$ cat config.mk
export PLATFORM = sky130hd
export DESIGN_NAME = clk_mode_ctrl
export DESIGN_NICKNAME = d
export VERILOG_FILES = /design/src/rtl/clk_mode_pkg.sv /design/src/rtl/cm_mode_reg.sv /design/src/rtl/cm_mc_div.sv /design/src/rtl/cm_src_ctrl.sv /design/src/rtl/clk_mode_ctrl.sv
export SDC_FILE = /design/constraint.sdc
export NUM_CORES = 1
export LEC_CHECK = 0
export BUFFER_PORTS_ARGS = -buffer_cell sky130_fd_sc_hd__buf_4
export CORE_MARGIN = 5
export CORE_UTILIZATION = 35
export CTS_CLUSTER_DIAMETER = 40
export DETAILED_ROUTE_END_ITERATION = 8
export PLACE_DENSITY_LB_ADDON = 0.15
export SYNTH_ARGS = -nofsm -noshare
export SYNTH_HDL_FRONTEND = slang
export SYNTH_SLANG_ARGS = --single-unit
$ cat constraint.sdc
create_clock -name clk -period 2.56 [get_ports clk]
set_input_delay 0.256 -clock clk [delete_from_list [all_inputs] [get_ports clk]]
set_output_delay 0.256 -clock clk [all_outputs]
set_load 0.005 [all_outputs]
$ cat src/rtl/clk_mode_pkg.sv
package clk_mode_pkg;
  typedef enum logic [1:0] {
    ST_RUN  = 2'd0,
    ST_STOP = 2'd1,
    ST_WAIT = 2'd2,
    ST_RING = 2'd3
  } src_state_t;

  function automatic logic [1:0] rate_enc(input logic [2:0] m);
    if (m[1:0] == 2'b11)      rate_enc = 2'b11;
    else if (m == 3'b100)     rate_enc = 2'b10;
    else if (m == 3'b000)     rate_enc = 2'b01;
    else                      rate_enc = 2'b00;
  endfunction
endpackage

$ cat src/rtl/cm_mode_reg.sv
module cm_mode_reg
  import clk_mode_pkg::*;
(
  input  logic       clk,
  input  logic       rst,
  input  logic       wr_i,
  input  logic [2:0] wdata_i,
  input  logic       force_i,
  input  logic       lock_i,
  output logic [2:0] mode_o,
  output logic [1:0] rate_o,
  output logic       restart_o
);
  logic [2:0] mode_q, mode_d;
  logic [1:0] rate_q;
  logic       accept;

  always_comb begin
    accept = wr_i && !lock_i && !force_i && (wdata_i[1:0] != 2'b01);
    mode_d = mode_q;
    if (force_i)     mode_d = {mode_q[2], 2'b10};
    else if (accept) mode_d = wdata_i;
  end

  always_ff @(posedge clk) begin
    if (rst) begin
      mode_q <= 3'b010;
      rate_q <= 2'b00;
    end else begin
      mode_q <= mode_d;
      rate_q <= rate_enc(mode_d);
    end
  end

  assign mode_o    = mode_q;
  assign rate_o    = rate_q;
  assign restart_o = accept || force_i;

  AST_RSVD_IGNORED: assert property (@(posedge clk) disable iff (rst)
    (wr_i && wdata_i[1:0] == 2'b01 && !force_i) |=> $stable(mode_q));
  AST_LOCK_HOLDS: assert property (@(posedge clk) disable iff (rst)
    (lock_i && !force_i) |=> $stable(mode_q));
endmodule

$ cat src/rtl/cm_mc_div.sv
module cm_mc_div #(
  parameter int DIV_W = 10
) (
  input  logic clk,
  input  logic rst,
  input  logic active_i,
  input  logic tick_i,
  input  logic slow_i,
  input  logic restart_i,
  output logic mc_en_o
);
  localparam logic [DIV_W-1:0] CNT_MAX = {DIV_W{1'b1}};

  logic [DIV_W-1:0] cnt_q;
  logic             mc_q;
  logic             step;

  assign step = active_i && tick_i;

  always_ff @(posedge clk) begin
    if (rst) begin
      cnt_q <= '0;
      mc_q  <= 1'b0;
    end else begin
      mc_q <= step && (!slow_i || cnt_q == CNT_MAX);
      if (restart_i)
        cnt_q <= '0;
      else if (step && slow_i)
        cnt_q <= (cnt_q == CNT_MAX) ? '0 : cnt_q + 1'b1;
    end
  end

  assign mc_en_o = mc_q;

  AST_SLOW_WRAP: assert property (@(posedge clk) disable iff (rst)
    (step && slow_i && !restart_i && cnt_q == CNT_MAX) |=> (cnt_q == '0 && mc_q));
endmodule

$ cat src/rtl/cm_src_ctrl.sv
module cm_src_ctrl
  import clk_mode_pkg::*;
#(
  parameter int STAB_W = 16
) (
  input  logic       clk,
  input  logic       rst,
  input  logic       stop_req_i,
  input  logic       wake_i,
  input  logic       ring_sel_i,
  input  logic       xtal_tick_i,
  output src_state_t st_o,
  output logic       force_div1_o,
  output logic       cpu_run_o,
  output logic       ring_active_o
);
  localparam logic [STAB_W-1:0] STAB_MAX = {STAB_W{1'b1}};

  src_state_t        st_q, st_d;
  logic [STAB_W-1:0] stab_q;
  logic              settling, stab_done;
  logic              run_q, ring_q;

  assign settling  = (st_q == ST_WAIT) || (st_q == ST_RING);
  assign stab_done = settling && xtal_tick_i && (stab_q == STAB_MAX);

  always_comb begin
    st_d = st_q;
    case (st_q)
      ST_RUN:  if (stop_req_i) st_d = ST_STOP;
      ST_STOP: if (wake_i)     st_d = ring_sel_i ? ST_RING : ST_WAIT;
      default: if (stab_done)  st_d = ST_RUN;
    endcase
  end

  always_ff @(posedge clk) begin
    if (rst) begin
      st_q   <= ST_RUN;
      stab_q <= '0;
      run_q  <= 1'b1;
      ring_q <= 1'b0;
    end else begin
      st_q   <= st_d;
      run_q  <= (st_q == ST_RUN) || (st_q == ST_RING);
      ring_q <= (st_q == ST_RING);
      if (!settling || stab_done) stab_q <= '0;
      else if (xtal_tick_i)       stab_q <= stab_q + 1'b1;
    end
  end

  assign st_o          = st_q;
  assign force_div1_o  = (st_q == ST_STOP) && wake_i && ring_sel_i;
  assign cpu_run_o     = run_q;
  assign ring_active_o = ring_q;

  AST_WAIT_HALTED: assert property (@(posedge clk) disable iff (rst)
    (st_q == ST_WAIT) |=> !cpu_run_o);
  AST_RING_RUNS: assert property (@(posedge clk) disable iff (rst)
    (st_q == ST_RING) |=> (cpu_run_o && ring_active_o));
endmodule

$ cat src/rtl/clk_mode_ctrl.sv
module clk_mode_ctrl
  import clk_mode_pkg::*;
#(
  parameter int STAB_W = 16,
  parameter int DIV_W  = 10
) (
  input  logic       clk,
  input  logic       rst,
  input  logic       mode_wr_i,
  input  logic [2:0] mode_wdata_i,
  input  logic       ring_sel_i,
  input  logic       stop_req_i,
  input  logic       wake_i,
  input  logic       xtal_tick_i,
  input  logic       ring_tick_i,
  output logic       mc_en_o,
  output logic       cpu_run_o,
  output logic       ring_active_o,
  output logic       wdt_tick_o,
  output logic [1:0] rate_code_o
);
  src_state_t st;
  logic       force_div1, restart;
  logic [2:0] mode;
  logic       src_tick, active, wdt_q;

  cm_src_ctrl #(.STAB_W(STAB_W)) u_src (
    .clk(clk), .rst(rst),
    .stop_req_i(stop_req_i), .wake_i(wake_i), .ring_sel_i(ring_sel_i),
    .xtal_tick_i(xtal_tick_i),
    .st_o(st), .force_div1_o(force_div1),
    .cpu_run_o(cpu_run_o), .ring_active_o(ring_active_o)
  );

  cm_mode_reg u_mode (
    .clk(clk), .rst(rst),
    .wr_i(mode_wr_i), .wdata_i(mode_wdata_i),
    .force_i(force_div1), .lock_i(st == ST_RING),
    .mode_o(mode), .rate_o(rate_code_o), .restart_o(restart)
  );

  assign src_tick = (st == ST_RING) ? ring_tick_i : xtal_tick_i;
  assign active   = (st == ST_RUN) || (st == ST_RING);

  cm_mc_div #(.DIV_W(DIV_W)) u_div (
    .clk(clk), .rst(rst),
    .active_i(active), .tick_i(src_tick),
    .slow_i(mode[1:0] == 2'b11), .restart_i(restart),
    .mc_en_o(mc_en_o)
  );

  always_ff @(posedge clk) begin
    if (rst) wdt_q <= 1'b0;
    else     wdt_q <= xtal_tick_i;
  end
  assign wdt_tick_o = wdt_q;

  AST_RING_DIV1: assert property (@(posedge clk) disable iff (rst)
    ring_active_o |-> (mode[1:0] == 2'b10));
  AST_HALT_NO_MC: assert property (@(posedge clk) disable iff (rst)
    mc_en_o |-> cpu_run_o);
  AST_NO_RSVD_MODE: assert property (@(posedge clk) disable iff (rst)
    mode[1:0] != 2'b01);
endmodule

==> summary.txt <==
Outcome
  • Status: complete, no violations

Logic synthesis
  • Top area cells in the synthesized netlist: dfxtp_1 41%, ha_1 4.9%, nor2_1 4.4%, xor2_1 4.4%, nand3_1 4.2%
  • Number of synthesized register bits: 37
  • Unique masters post-synth: 39
  • Top cell type's share of synthesized area: 41.3%
  • Seq/Total Area, Yosys: 41.3%
  • Ys Warns: 0
  • Synth Flop Type: dfxtp_1
  • Area leader, netlist: dfxtp_1
  • Async set-reset flop share out of synthesis: 0%
  • Syn Nets: 221
  • Synthesized area per cell: 8.83 um2
  • Most frequent cell after synthesis: dfxtp_1
  • Mapped Cells: 203
  • Number of flops mapped to enable cells by yosys: 0
  • Synthesized area: 1790 um2
  • Post-synth top cells: 37 x dfxtp_1, 21 x nor2_1, 15 x nand3_1, 13 x a21oi_1, 11 x nand2_1

Critical path
  • R2R Setup Slk: 0.38 ns
  • WP data arrival: 2.39 ns
  • Worst setup EP type: register
  • CP Launch Type: register
  • CP required: 2.77 ns
  • Worst Path Max Fanout: 10
  • Critical path type: reg2reg

Detailed routing
  • Antenna Nets Post-Route: 0
  • WL/cell: 11.9 um
  • Initial DRC count: 48
  • Vias per cell: 4.94
  • DR pass1 iterations: 4
  • Vias: 1446
  • Total wire length: 3.50 mm
  • Drt drc: 0

Timing
  • Minimum clock period: 2.18 ns
  • Final setup TNS: 0 ns
  • Slew headroom: 66.1%
  • Fin. max-slew vios: 0
  • # setup viols final: 0
  • Final hold violations: 0
  • RSZ-0062 raised after global routing: false
  • Worst Tran Pin Value: 0.505 ns
  • Max Freq: 0.458 GHz
  • Clk_skew: 0.00649 ns
  • Period utilization: 85.3%

Global routing
  • Most crowded layer after global routing: met2
  • Routing usage on met1: 16.0%
  • GR Util All Layers: 11.6%
  • First-pass GRT wire length: 5.98 mm
  • GR Util met2: 16.6%
  • Pin count of the biggest net entering global routing: 16
  • GRT Residual Overflow: 0
  • Vias in the first global route: 1321
  • Met3 Track Usage GR: 3.73%
  • Initial antenna violation count: 0

CTS
  • Clk sinks: 37
  • TritonCTS Buffers: 5
  • Post-CTS Setup Inserts: 0
  • Post-CTS Hold Buffers: 0
  • Clock Pin Slew Worst Setup and Hold Paths: 0.07 ns
  • Post-CTS Resized: 0
  • Clk Tree Root Cell: clkbuf_8
  • CTS H-tree depth: 2
  • Clk_lat worst skew: 0.28 ns
  • Number of buffers on the longest clock path: 2
  • CTS tree: done

Power and ir drop
  • Pwr/cell area: 617 nW/um2
  • Power, Total: 0.00128 W
  • Leakage: 0.741 nW
  • Peak VDD IR: 249 uV

Hold path
  • Min-Delay Path Class: in2reg

Finish
  • Layout area overhead: 16.1%
  • Antenna cells: 0
  • Share of cells above drive strength 1: 14.3%
  • Fin nets: 241

Floorplanning
  • Row count: 26
  • Area of the core: 5040 um2
  • I/O pins: 17
  • Starting Density: 35.5%
  • Die W: 81.6 um
  • Die area: 6650 um2
  • Die span in y: 81.6 um

Placed design
  • Dpl hpwl: 2.60 mm
  • Routability Congestion: 0.727
  • Port Buffers: 16

Job
  • Max_cap viols: 0
[final cells by class]
cell class | instances | area, um2
Sequential cell | 37 | 741
Fill cell | 524 | 2960
Inverter | 5 | 18.8
Timing Repair Buffer | 18 | 135
Multi-Input combinational cell | 156 | 1010
Clock buffer | 7 | 86.3
Tap cell | 70 | 87.6
[logic make-up (layout without fill, tap and decap cells)]
family | Yosys count | count (layout) | share of synthesized area (%)
AOI/OAI and AO/OA | 30 | 30 | 10.5
xor gates and xnor gates | 15 | 15 | 7.33
adders and majority gates | 7 | 7 | 4.89
buffers and inverters | 10 | 30 | 2.23
DFF | 37 | 37 | 41.3
muxes | 7 | 7 | 4.05
and+or+nand+nor | 97 | 97 | 29.7
[state kept, by name, summed over array words and instances (netlist names)]
signal / flops
u_src.stab_q: 16
u_div.cnt_q: 10
u_mode.mode_o: 3
u_mode.rate_o: 2
u_src.st_o: 2
u_div.mc_en_o: 1
u_src.cpu_run_o: 1
u_src.ring_active_o: 1
wdt_tick_o: 1
[final timing paths]
check	startpoint	endpoint	cells past startpoint
min reg2reg	u_div.cnt_q[9]$_SDFFE_PP0P_	u_div.cnt_q[9]$_SDFFE_PP0P_	2
min	rst	u_src.ring_active_o$_SDFF_PP0_	2
max reg2reg	u_src.st_o[0]$_SDFFE_PP0P_	u_div.cnt_q[7]$_SDFFE_PP0P_	5
max	u_src.st_o[0]$_SDFFE_PP0P_	u_div.cnt_q[7]$_SDFFE_PP0P_	5
[report_power, final]
part / switching [W] / leakage [nW] / internal [W]
combinational: 0.000133 / 0.397 / 0.000114
sequential: 0.0000215 / 0.300 / 0.000607
clock: 0.000194 / 0.0443 / 0.000214
total: 0.000348 / 0.741 / 0.000935
[critical path: stages, from the launching register on]
cell	delay, ns
dfxtp_1	0.39
inv_1	0.10
ha_1	0.38
or3_1	0.55
or4_1	0.55
a21oi_1	0.14
[metrics by stage]
| stage | worst slack [ns] | cell area (um2) | hold slack [ns] | utilization, % | cells |
|---|---|---|---|---|---|
| floorplan | 0.554 | 1790 | 0.444 | - | 203 |
| global placement | 0.443 | 1990 | 0.465 | 39.5 | 286 |
| detailed placement | 0.403 | 1990 | 0.467 | 39.5 | 286 |
| CTS | 0.380 | 2080 | 0.210 | 41.2 | 293 |
| global route | 0.208 | 2080 | 0.222 | 41.2 | 293 |
| finish | 0.376 | 2080 | 0.219 | 41.2 | 293 |
[routing by layer]
layer	up-vias	part of all wire, %
met2	20	42
met5	-	0
met3	5	4.4
met1	652	52
li1	769	-
met4	0	1.6
[placed cells by master (no fill, tap or decap), types with 2 or more instances in the layout]
master	count
nand2b_1	5
clkbuf_8	6
nor4_1	5
nand3_1	15
dfxtp_1	37
a31oi_1	2
xor2_1	9
inv_1	5
nor3_1	6
nor2_1	21
ha_1	7
a21oi_1	13
and4_1	3
or4_1	4
xnor2_1	6
and3_1	3
mux2i_1	5
o31ai_1	5
mux2_2	2
nand4_1	7
o21ai_0	3
nand2_1	11
buf_4	18
or3_1	4
nor2b_1	5
a31o_2	2
(Power assumes the default switching activity.)
